### src/rtl/afr_pkg.sv
package afr_pkg;

  typedef enum logic [2:0] {
    ST_IDLE   = 3'd0,
    ST_WAKE   = 3'd1,
    ST_SCK_LO = 3'd2,
    ST_SCK_HI = 3'd3,
    ST_TAIL   = 3'd4,
    ST_RECOV  = 3'd5
  } afr_state_e;

  function automatic int afr_max(input int a, input int b);
    return (a > b) ? a : b;
  endfunction

  function automatic int afr_ceil_div(input int num, input int den);
    return (num + den - 1) / den;
  endfunction

endpackage

### src/rtl/afr_phase_timer.sv
module afr_phase_timer #(
  parameter int CNT_W = 8
) (
  input  logic             clk,
  input  logic             rst_n,
  input  logic             load_i,
  input  logic [CNT_W-1:0] len_i,
  output logic             done_o
);

  logic [CNT_W-1:0] cnt_q, cnt_d;

  always_comb begin
    cnt_d = cnt_q;
    if (load_i) begin
      cnt_d = len_i - CNT_W'(1);
    end else if (cnt_q != '0) begin
      cnt_d = cnt_q - CNT_W'(1);
    end
  end

  always_ff @(posedge clk or negedge rst_n) begin
    if (!rst_n) begin
      cnt_q <= '0;
    end else begin
      cnt_q <= cnt_d;
    end
  end

  assign done_o = (cnt_q == '0);

endmodule

### src/rtl/afr_frame_shift.sv
module afr_frame_shift #(
  parameter int FRAME_W = 16
) (
  input  logic               clk,
  input  logic               rst_n,
  input  logic               clr_i,
  input  logic               shift_i,
  input  logic               bit_i,
  output logic [FRAME_W-1:0] frame_o
);

  logic [FRAME_W-1:0] sr_q, sr_d;
  logic               sr_en;

  assign sr_en = clr_i | shift_i;

  always_comb begin
    if (clr_i) begin
      sr_d = '0;
    end else begin
      sr_d = {sr_q[FRAME_W-2:0], bit_i};
    end
  end

  always_ff @(posedge clk or negedge rst_n) begin
    if (!rst_n) begin
      sr_q <= '0;
    end else if (sr_en) begin
      sr_q <= sr_d;
    end
  end

  assign frame_o = sr_q;

endmodule

### src/rtl/afr_result_hold.sv
module afr_result_hold #(
  parameter int HDR_W  = 3,
  parameter int DATA_W = 10,
  parameter int SUB_W  = 2,
  localparam int FRAME_W = HDR_W + 1 + DATA_W + SUB_W
) (
  input  logic               clk,
  input  logic               rst_n,
  input  logic               push_i,
  input  logic [FRAME_W-1:0] frame_i,
  input  logic               ready_i,
  output logic               valid_o,
  output logic               chan_o,
  output logic [DATA_W-1:0]  data_o,
  output logic [SUB_W-1:0]   sub_o,
  output logic               hdr_err_o
);

  localparam int CHAN_POS = DATA_W + SUB_W;

  logic [HDR_W-1:0]  hdr_field;
  logic              valid_q, valid_d;
  logic              chan_q;
  logic [DATA_W-1:0] data_q;
  logic [SUB_W-1:0]  sub_q;
  logic              err_q;

  assign hdr_field = frame_i[FRAME_W-1 -: HDR_W];

  always_comb begin
    valid_d = valid_q;
    if (push_i) begin
      valid_d = 1'b1;
    end else if (valid_q && ready_i) begin
      valid_d = 1'b0;
    end
  end

  always_ff @(posedge clk or negedge rst_n) begin
    if (!rst_n) begin
      valid_q <= 1'b0;
    end else begin
      valid_q <= valid_d;
    end
  end

  always_ff @(posedge clk or negedge rst_n) begin
    if (!rst_n) begin
      chan_q <= 1'b0;
      data_q <= '0;
      sub_q  <= '0;
      err_q  <= 1'b0;
    end else if (push_i) begin
      chan_q <= frame_i[CHAN_POS];
      data_q <= frame_i[SUB_W +: DATA_W];
      sub_q  <= frame_i[SUB_W-1:0];
      err_q  <= ~(&hdr_field);
    end
  end

  assign valid_o   = valid_q;
  assign chan_o    = chan_q;
  assign data_o    = data_q;
  assign sub_o     = sub_q;
  assign hdr_err_o = err_q;

endmodule

### src/rtl/adc_frame_reader.sv
module adc_frame_reader #(
  parameter int CLK_PERIOD_NS = 8,
  parameter int SCLK_DIV      = 60,
  parameter int MIN_PHASE_NS  = 215,
  parameter int WAKE_CYC      = 313,
  parameter int RECOV_CYC     = 8,
  parameter int HDR_W         = 3,
  parameter int DATA_W        = 10,
  parameter int SUB_W         = 2
) (
  input  logic              clk,
  input  logic              rst_n,
  input  logic              start_i,
  output logic              start_ready_o,
  output logic              cs_n_o,
  output logic              sclk_o,
  input  logic              sdi_i,
  output logic              out_valid_o,
  input  logic              out_ready_i,
  output logic              out_chan_o,
  output logic [DATA_W-1:0] out_data_o,
  output logic [SUB_W-1:0]  out_sub_o,
  output logic              out_hdr_err_o
);

  import afr_pkg::*;

  localparam int FRAME_W   = HDR_W + 1 + DATA_W + SUB_W;
  localparam int PHASE_CYC = afr_max(afr_ceil_div(SCLK_DIV, 2),
                                     afr_ceil_div(MIN_PHASE_NS, CLK_PERIOD_NS));
  localparam int CNT_MAX   = afr_max(afr_max(WAKE_CYC, RECOV_CYC), PHASE_CYC);
  localparam int CNT_W     = $clog2(CNT_MAX + 1);
  localparam int BIT_W     = $clog2(FRAME_W);
  localparam logic [CNT_W-1:0] WAKE_LEN  = CNT_W'(WAKE_CYC);
  localparam logic [CNT_W-1:0] PHASE_LEN = CNT_W'(PHASE_CYC);
  localparam logic [CNT_W-1:0] RECOV_LEN = CNT_W'(RECOV_CYC);
  localparam logic [BIT_W-1:0] LAST_BIT  = BIT_W'(FRAME_W - 1);

  afr_state_e         state_q, state_d;
  logic [BIT_W-1:0]   bit_q, bit_d;
  logic               cs_n_q, cs_n_d;
  logic               sclk_q, sclk_d;
  logic               tmr_load;
  logic [CNT_W-1:0]   tmr_len;
  logic               tmr_done;
  logic               sh_clr;
  logic               sh_en;
  logic               push;
  logic [FRAME_W-1:0] frame;
  logic               accept;

  assign start_ready_o = (state_q == ST_IDLE) && !out_valid_o;
  assign accept        = start_i && start_ready_o;

  // sequencer next-state
  always_comb begin
    state_d  = state_q;
    bit_d    = bit_q;
    tmr_load = 1'b0;
    tmr_len  = PHASE_LEN;
    sh_clr   = 1'b0;
    sh_en    = 1'b0;
    push     = 1'b0;
    unique case (state_q)
      ST_IDLE: begin
        if (accept) begin
          state_d  = ST_WAKE;
          tmr_load = 1'b1;
          tmr_len  = WAKE_LEN;
          sh_clr   = 1'b1;
          bit_d    = '0;
        end
      end
      ST_WAKE: begin
        if (tmr_done) begin
          state_d  = ST_SCK_LO;
          tmr_load = 1'b1;
        end
      end
      ST_SCK_LO: begin
        if (tmr_done) begin
          state_d  = ST_SCK_HI;
          tmr_load = 1'b1;
          sh_en    = 1'b1;
        end
      end
      ST_SCK_HI: begin
        if (tmr_done) begin
          tmr_load = 1'b1;
          if (bit_q == LAST_BIT) begin
            state_d = ST_TAIL;
            push    = 1'b1;
          end else begin
            state_d = ST_SCK_LO;
            bit_d   = bit_q + BIT_W'(1);
          end
        end
      end
      ST_TAIL: begin
        if (tmr_done) begin
          state_d  = ST_RECOV;
          tmr_load = 1'b1;
          tmr_len  = RECOV_LEN;
        end
      end
      ST_RECOV: begin
        if (tmr_done) begin
          state_d = ST_IDLE;
        end
      end
      default: state_d = ST_IDLE;
    endcase
  end

  always_comb begin
    cs_n_d = !((state_d == ST_WAKE) || (state_d == ST_SCK_LO) ||
               (state_d == ST_SCK_HI) || (state_d == ST_TAIL));
    sclk_d = (state_d == ST_SCK_HI);
  end

  // sequencer registers
  always_ff @(posedge clk or negedge rst_n) begin
    if (!rst_n) begin
      state_q <= ST_IDLE;
      bit_q   <= '0;
      cs_n_q  <= 1'b1;
      sclk_q  <= 1'b0;
    end else begin
      state_q <= state_d;
      bit_q   <= bit_d;
      cs_n_q  <= cs_n_d;
      sclk_q  <= sclk_d;
    end
  end

  assign cs_n_o = cs_n_q;
  assign sclk_o = sclk_q;

  afr_phase_timer #(
    .CNT_W (CNT_W)
  ) u_timer (
    .clk    (clk),
    .rst_n  (rst_n),
    .load_i (tmr_load),
    .len_i  (tmr_len),
    .done_o (tmr_done)
  );

  afr_frame_shift #(
    .FRAME_W (FRAME_W)
  ) u_shift (
    .clk     (clk),
    .rst_n   (rst_n),
    .clr_i   (sh_clr),
    .shift_i (sh_en),
    .bit_i   (sdi_i),
    .frame_o (frame)
  );

  afr_result_hold #(
    .HDR_W  (HDR_W),
    .DATA_W (DATA_W),
    .SUB_W  (SUB_W)
  ) u_hold (
    .clk       (clk),
    .rst_n     (rst_n),
    .push_i    (push),
    .frame_i   (frame),
    .ready_i   (out_ready_i),
    .valid_o   (out_valid_o),
    .chan_o    (out_chan_o),
    .data_o    (out_data_o),
    .sub_o     (out_sub_o),
    .hdr_err_o (out_hdr_err_o)
  );

endmodule

### config.mk
export PLATFORM = sky130hd
export DESIGN_NAME = adc_frame_reader
export DESIGN_NICKNAME = d
export VERILOG_FILES = /design/src/rtl/afr_pkg.sv /design/src/rtl/afr_phase_timer.sv /design/src/rtl/afr_frame_shift.sv /design/src/rtl/afr_result_hold.sv /design/src/rtl/adc_frame_reader.sv
export SDC_FILE = /design/constraint.sdc
export NUM_CORES = 1
export LEC_CHECK = 0
export BUFFER_PORTS_ARGS = -buffer_cell sky130_fd_sc_hd__buf_4
export CAP_MARGIN = 10
export CORE_MARGIN = 5
export CORE_UTILIZATION = 61
export CTS_CLUSTER_DIAMETER = 150
export DETAILED_ROUTE_END_ITERATION = 6
export PLACE_DENSITY = 0.82
export REMOVE_ABC_BUFFERS = 1
export SYNTH_ARGS = -nofsm -noshare
export SYNTH_HDL_FRONTEND = slang
export SYNTH_HIERARCHICAL = 1
export SYNTH_SLANG_ARGS = --single-unit
### constraint.sdc
create_clock -name clk -period 5.9 [get_ports clk]
set_input_delay 0.885 -clock clk [delete_from_list [all_inputs] [get_ports clk]]
set_output_delay 0.885 -clock clk [all_outputs]
set_load 0.01 [all_outputs]
-- Word-level counts from Yosys, hierarchy flattened
Index checks and enable logic that the tools add are counted.
- input port bits: 5
- word-level logic and storage cells: 74
- output and inout port bits: 18
- register bits after elaboration: 49
- equal/unequal tests: 13
- reductions and logical operators: 17
- bitwise operators: 2
- add/sub/neg operators: 3
- multiplexer cells: 28
- operators with widths (operator ; number):
    9-bit 2-to-1 mux ; 3
    3-bit 2-to-1 mux ; 7
    3-bit one-hot mux with 6 select lines ; 1
    9-bit one-hot mux with 2 select lines ; 1
    9-bit by 1-bit subtractor with 9-bit output, second input constant ; 2
    16-bit 2-to-1 mux ; 1
    3-bit by 2-bit equality test with 1-bit output, second input constant ; 4
    4-bit 2-to-1 mux ; 3
    3-bit equality test, second input constant ; 3
    9-bit zero test ; 1
    1-bit 2-to-1 mux ; 9
    9-bit nonzero test ; 1
    4-bit one-hot mux with 2 select lines ; 1
    3-bit by 1-bit equality test with 1-bit output, second input constant ; 2
    2-bit inequality test, second input constant ; 3
    2-bit nonzero test ; 3
    5-bit 2-to-1 mux ; 1
    4-bit by 1-bit adder with 4-bit output, second input constant ; 1
    4-bit equality test, second input constant ; 1
    4-bit AND reduction ; 1
    4-bit OR reduction ; 1
    1-bit logical AND ; 3
    3-bit zero test ; 1
    1-bit logical OR ; 3
    5 further kinds ; 6

-- Longest topological paths before layout
- depth in word-level cells: 10
- depth in mapped cells: 16
- mapped depth without buffers: 11

-- By module
Netlist, hierarchy kept.
- by module, submodules not included (module ; times used ; area each (um^2) ; cells an instance ; sequential area each (um^2)):
    afr_phase_timer ; 1 ; 690.7 ; 76 ; 225.2
    afr_frame_shift ; 1 ; 660.6 ; 52 ; 400.4
    afr_result_hold ; 1 ; 604.3 ; 34 ; 375.4
    adc_frame_reader ; 1 ; 563.0 ; 62 ; 226.5

-- Worst setup path before layout
No wires, ideal clock.
- path kind: register to register
- from: reg u_timer.cnt_q[6]
- to: reg u_timer.cnt_q[6]
- library setup time: 121 ps
- path buffers: 5
- arrival time: 3576 ps
- data required time: 5779 ps
- cell stages (with the launch flop): 17
- slack: 2203 ps
- clock period less this slack: 3697 ps
- cell sequence: dfrtp_1 -> nor4_1 -> nand3_1 -> inv_1 -> buf_2 -> inv_1 -> o21ai_0 -> buf_2 -> clkbuf_1 -> buf_1 -> mux2i_1 -> ha_1 -> clkbuf_1 -> nor4b_1 -> o2bb2ai_1 -> xnor2_1 -> a22o_1
- elaborated cells on any way between the ends: 11
- classes of those cells: add/sub: 2; mux: 6; reduce/logical: 3
- RTL lines (item ; line ; RTL):
    start: declaration ; afr_phase_timer.sv:11 ; logic [CNT_W-1:0] cnt_q, cnt_d;
    start signal: assignment ; afr_phase_timer.sv:26 ; cnt_q <= cnt_d;
    9-bit zero test * ; afr_phase_timer.sv:30 ; assign done_o = (cnt_q == '0);
    named net tmr_done ; adc_frame_reader.sv:45 ; logic tmr_done;
    1-bit 2-to-1 mux * ; -- ;
    1-bit one-hot mux with 2 select lines * ; adc_frame_reader.sv:64 ; unique case (state_q)
    named net tmr_load ; adc_frame_reader.sv:43 ; logic tmr_load;
    9-bit 2-to-1 mux / 2-bit nonzero test (equally long branches) ; -- ;
The timed path passes the listed nets; every way through them passes the cells marked *. The select of a mux whose other input is x is not followed.
A chain may end at the register's enable or synchronous reset.

-- Worst setup path in the final report
Same ends and word-level chain as after synthesis.

==> flow_summary_export.csv <==
group,metric,value,unit
global_route,antenna_found_initial,0,
critical_path,rr_worst_depth,11,
clock_network,cts-root-buf,"clkbuf_8",
timing,final_hold_viol_count,0,
logic_synthesis,synth-main-ff-cell,"dfrtp_1",
cells_and_area,final_util,69.50,%
critical_path,r2r-start,"u_timer/cnt_q[6]",
drt,ant_nets,0,
critical_path,required,6.09,ns
timing,relSlewSlack,42.81,%
clock_network,cts_sinks,49,
floorplan,io_pins,23,
power_and_ir_drop,ir_drop,0.2072,mV
placed_design,hpwl,2929,µm
clock_network,cts_tree,"yes",
logic_synthesis,ys_types,57,
timing,fin_crit_sh,63.97,%
logic_synthesis,synth_top_area_share,47.69,%
cells_and_area,nets,255,
logic_synthesis,synth_commonest_cells,"48 x dfrtp_1, 27 x nor2_1, 18 x mux2i_1",
floorplan,start_util,62.97,%
critical_path,r2r-end,"u_timer/cnt_q[6]",
floorplan,design.die.area,0.005514,mm²
global_route,gr-total-overflow,0,
logic_synthesis,netlist_top_cells_area,"dfrtp_1 48%, mux2i_1 7.2%, mux2_4 4.2%, nor2_1 4.0%, mux2_2 2.7%",
logic_synthesis,synth_area,0.002519,mm²
floorplan,placementRows,23,
drt,post_drt_wl_per_cell,14.32,µm
power_and_ir_drop,power,0.0009918,W
min_path,hold_path.class,"reg -> reg",
logic_synthesis,synth_seq_cells,49,
run_status,status,"finished, final reports clean",
timing,rsz0062_at_grt,"false",
critical_path,crit_type,"reg -> reg",
timing,final.setup.tns,0,ns
logic_synthesis,avgSynthCellArea,11.24,µm²
placed_design,port_buffers,22,
critical_path,cp.arrival,3.97,ns
global_route,grt_max_degree,50,
critical_path,rrSetupSlack,2.13,ns
logic_synthesis,async_flop_share,100.0,%
min_path,hold_depth,1,
floorplan,core-area,0.004000,mm²
logic_synthesis,synth.largest_area_cell,"dfrtp_1",
global_route,grt_use_total,17.82,%
global_route,grt_pass1_vias,1614,
clock_network,cts_setup_buffers,0,
power_and_ir_drop,power.density,356.8,mW/mm²
critical_path,startpoint,"u_timer/cnt_q[6]",
critical_path,endpoint,"u_timer/cnt_q[6]",
critical_path,cp-start-kind,"flip-flop",
floorplan,die_w,74.26,µm
critical_path,worstSetupEndpointType,"flip-flop",
placed_design,postPlaceCellArea,0.002690,mm²
cells_and_area,seqCellArea,0.001227,mm²
timing,setup_violations,0,
clock_network,htreeDepth,2,
logic_synthesis,ys_warn_count,6,
cells_and_area,areaGrowthSynthToFinish,10.38,%
cells_and_area,multiInputGateArea,0.001190,mm²
timing,tightest_slew,0.8521,ns
clock_network,hold_buffers,0,
drt,first_pass_iters,4,
timing,fin_skew,0.007985,ns
power_and_ir_drop,p_leak,1.280,nW
drt,drc,0,
drt,drt-total-wl,4281,µm
timing,finalMaxSlewViolations,0,
placed_design,gp_congestion,0.8946,
drt,via_count,1667,
logic_synthesis,syn_inst,224,
logic_synthesis,synth-seq-area-share,48.73,%
timing,holdWs,0.5133,ns
timing,maxClockFrequency,264.9,MHz
critical_path,path_max_fanout,14,
clock_network,cts_resized,0,
clock_network,clk_path_buf_depth,2,
cells_and_area,nFillCells,296,
drt,viasPerCell,5.575,
cells_and_area,post-route-cell-area,0.002780,mm²
timing,period_needed,3.774,ns
job,drv_cap,0,
clock_network,cts_inserted_buffers,5,
global_route,grt_pass1_wl,7500,µm
clock_network,clk_pin_slew,0.09,ns
cells_and_area,drive_gt1_share,22.49,%
clock_network,clock_latency,0.30,ns
floorplan,die_height,74.26,µm
drt,drtIter0Drc,103,
logic_synthesis,yosysMostFrequentCell,"dfrtp_1",
logic_synthesis,synth_edf_count,0,
cells_and_area,diodes,0,
## final cells by class
cell class | instances | area share [%]
Inverter | 6 | 0.8101
Multi-Input combinational cell | 161 | 42.80
Clock buffer | 5 | 2.475
Tap cell | 50 | 2.250
Clock inverter | 3 | 0.7651
Sequential cell | 49 | 44.15
Timing Repair Buffer | 25 | 6.751
## routing by layer
layer	vias up	wire length (µm)	track usage, %
met5	-	0	0
met4	0	83	8.498
met3	5	156	3.243
met2	24	1988	26.57
met1	809	2052	25.33
li1	829	-	-
## registers in the layout, indices dropped and copies added, names as in the netlist, 2 cells and up
register,count
bit_q,4
state_q,3
u_hold/data_o,10
u_hold/sub_o,2
u_shift/frame_o,16
u_timer/cnt_q,9
## cell families (layout without fill, tap and decap cells)
family	count (synthesis)	count (layout)	synth area share, %
buffers and inverters	20	39	5.514
adders and majority gates	2	2	0.9934
AOI/OAI and AO/OA	32	32	8.893
muxes	31	31	14.01
DFF	49	49	48.73
other	2	8	0.2982
xor gates and xnor gates	11	11	3.825
and+or+nand+nor	77	77	17.74
## worst max-delay path: stages (launching register included)
cell,delay (ns)
dfrtp_1,0.41
nor4_1,0.41
nand3_1,0.23
inv_1,0.37
inv_1,0.13
o21ai_1,0.70
mux2i_1,0.30
ha_1,0.32
nor4b_1,0.28
o2bb2ai_1,0.15
xnor2_1,0.14
a22o_1,0.23
## per-stage QoR
stage,worst slack (ns),cells
after floorplan,1.668,216
after global placement,2.310,291
after detailed placement,2.167,291
after CTS,2.124,299
after global routing,1.683,299
final,2.126,299
## placed cells by master, fill, tap and decap left out, types with 4 or more instances in the layout
cell / instances
dfrtp_1: 48
mux2i_1: 18
clkbuf_8: 5
nor2_1: 27
nand2_1: 7
nand3_1: 6
xnor2_1: 6
a21oi_1: 7
mux2_4: 7
mux2_2: 6
conb_1: 8
nor2b_1: 4
a22oi_1: 5
inv_1: 6
buf_4: 25
nor3_1: 5
xor2_1: 5
## power by group
| part | internal [W] | switching, W |
|---|---|---|
| registers | 0.000429 | 0.0000876 |
| clock network | 0.0000842 | 0.000113 |
| logic | 0.000141 | 0.000137 |
| total | 0.000654 | 0.000337 |
## how the worst min path moves through the flow
stage	startpoint	endpoint
2_1_floorplan	u_shift/frame_o[14]	u_hold/hdr_err_o
3_3_place_gp	u_shift/frame_o[14]	u_hold/hdr_err_o
3_5_place_dp	u_shift/frame_o[14]	u_hold/hdr_err_o
4_1_cts	u_shift/frame_o[14]	u_hold/hdr_err_o
5_1_grt	u_shift/frame_o[15]	u_hold/hdr_err_o
6_report	u_shift/frame_o[14]	u_hold/hdr_err_o
Note: power is estimated with default switching activity, not from simulation.
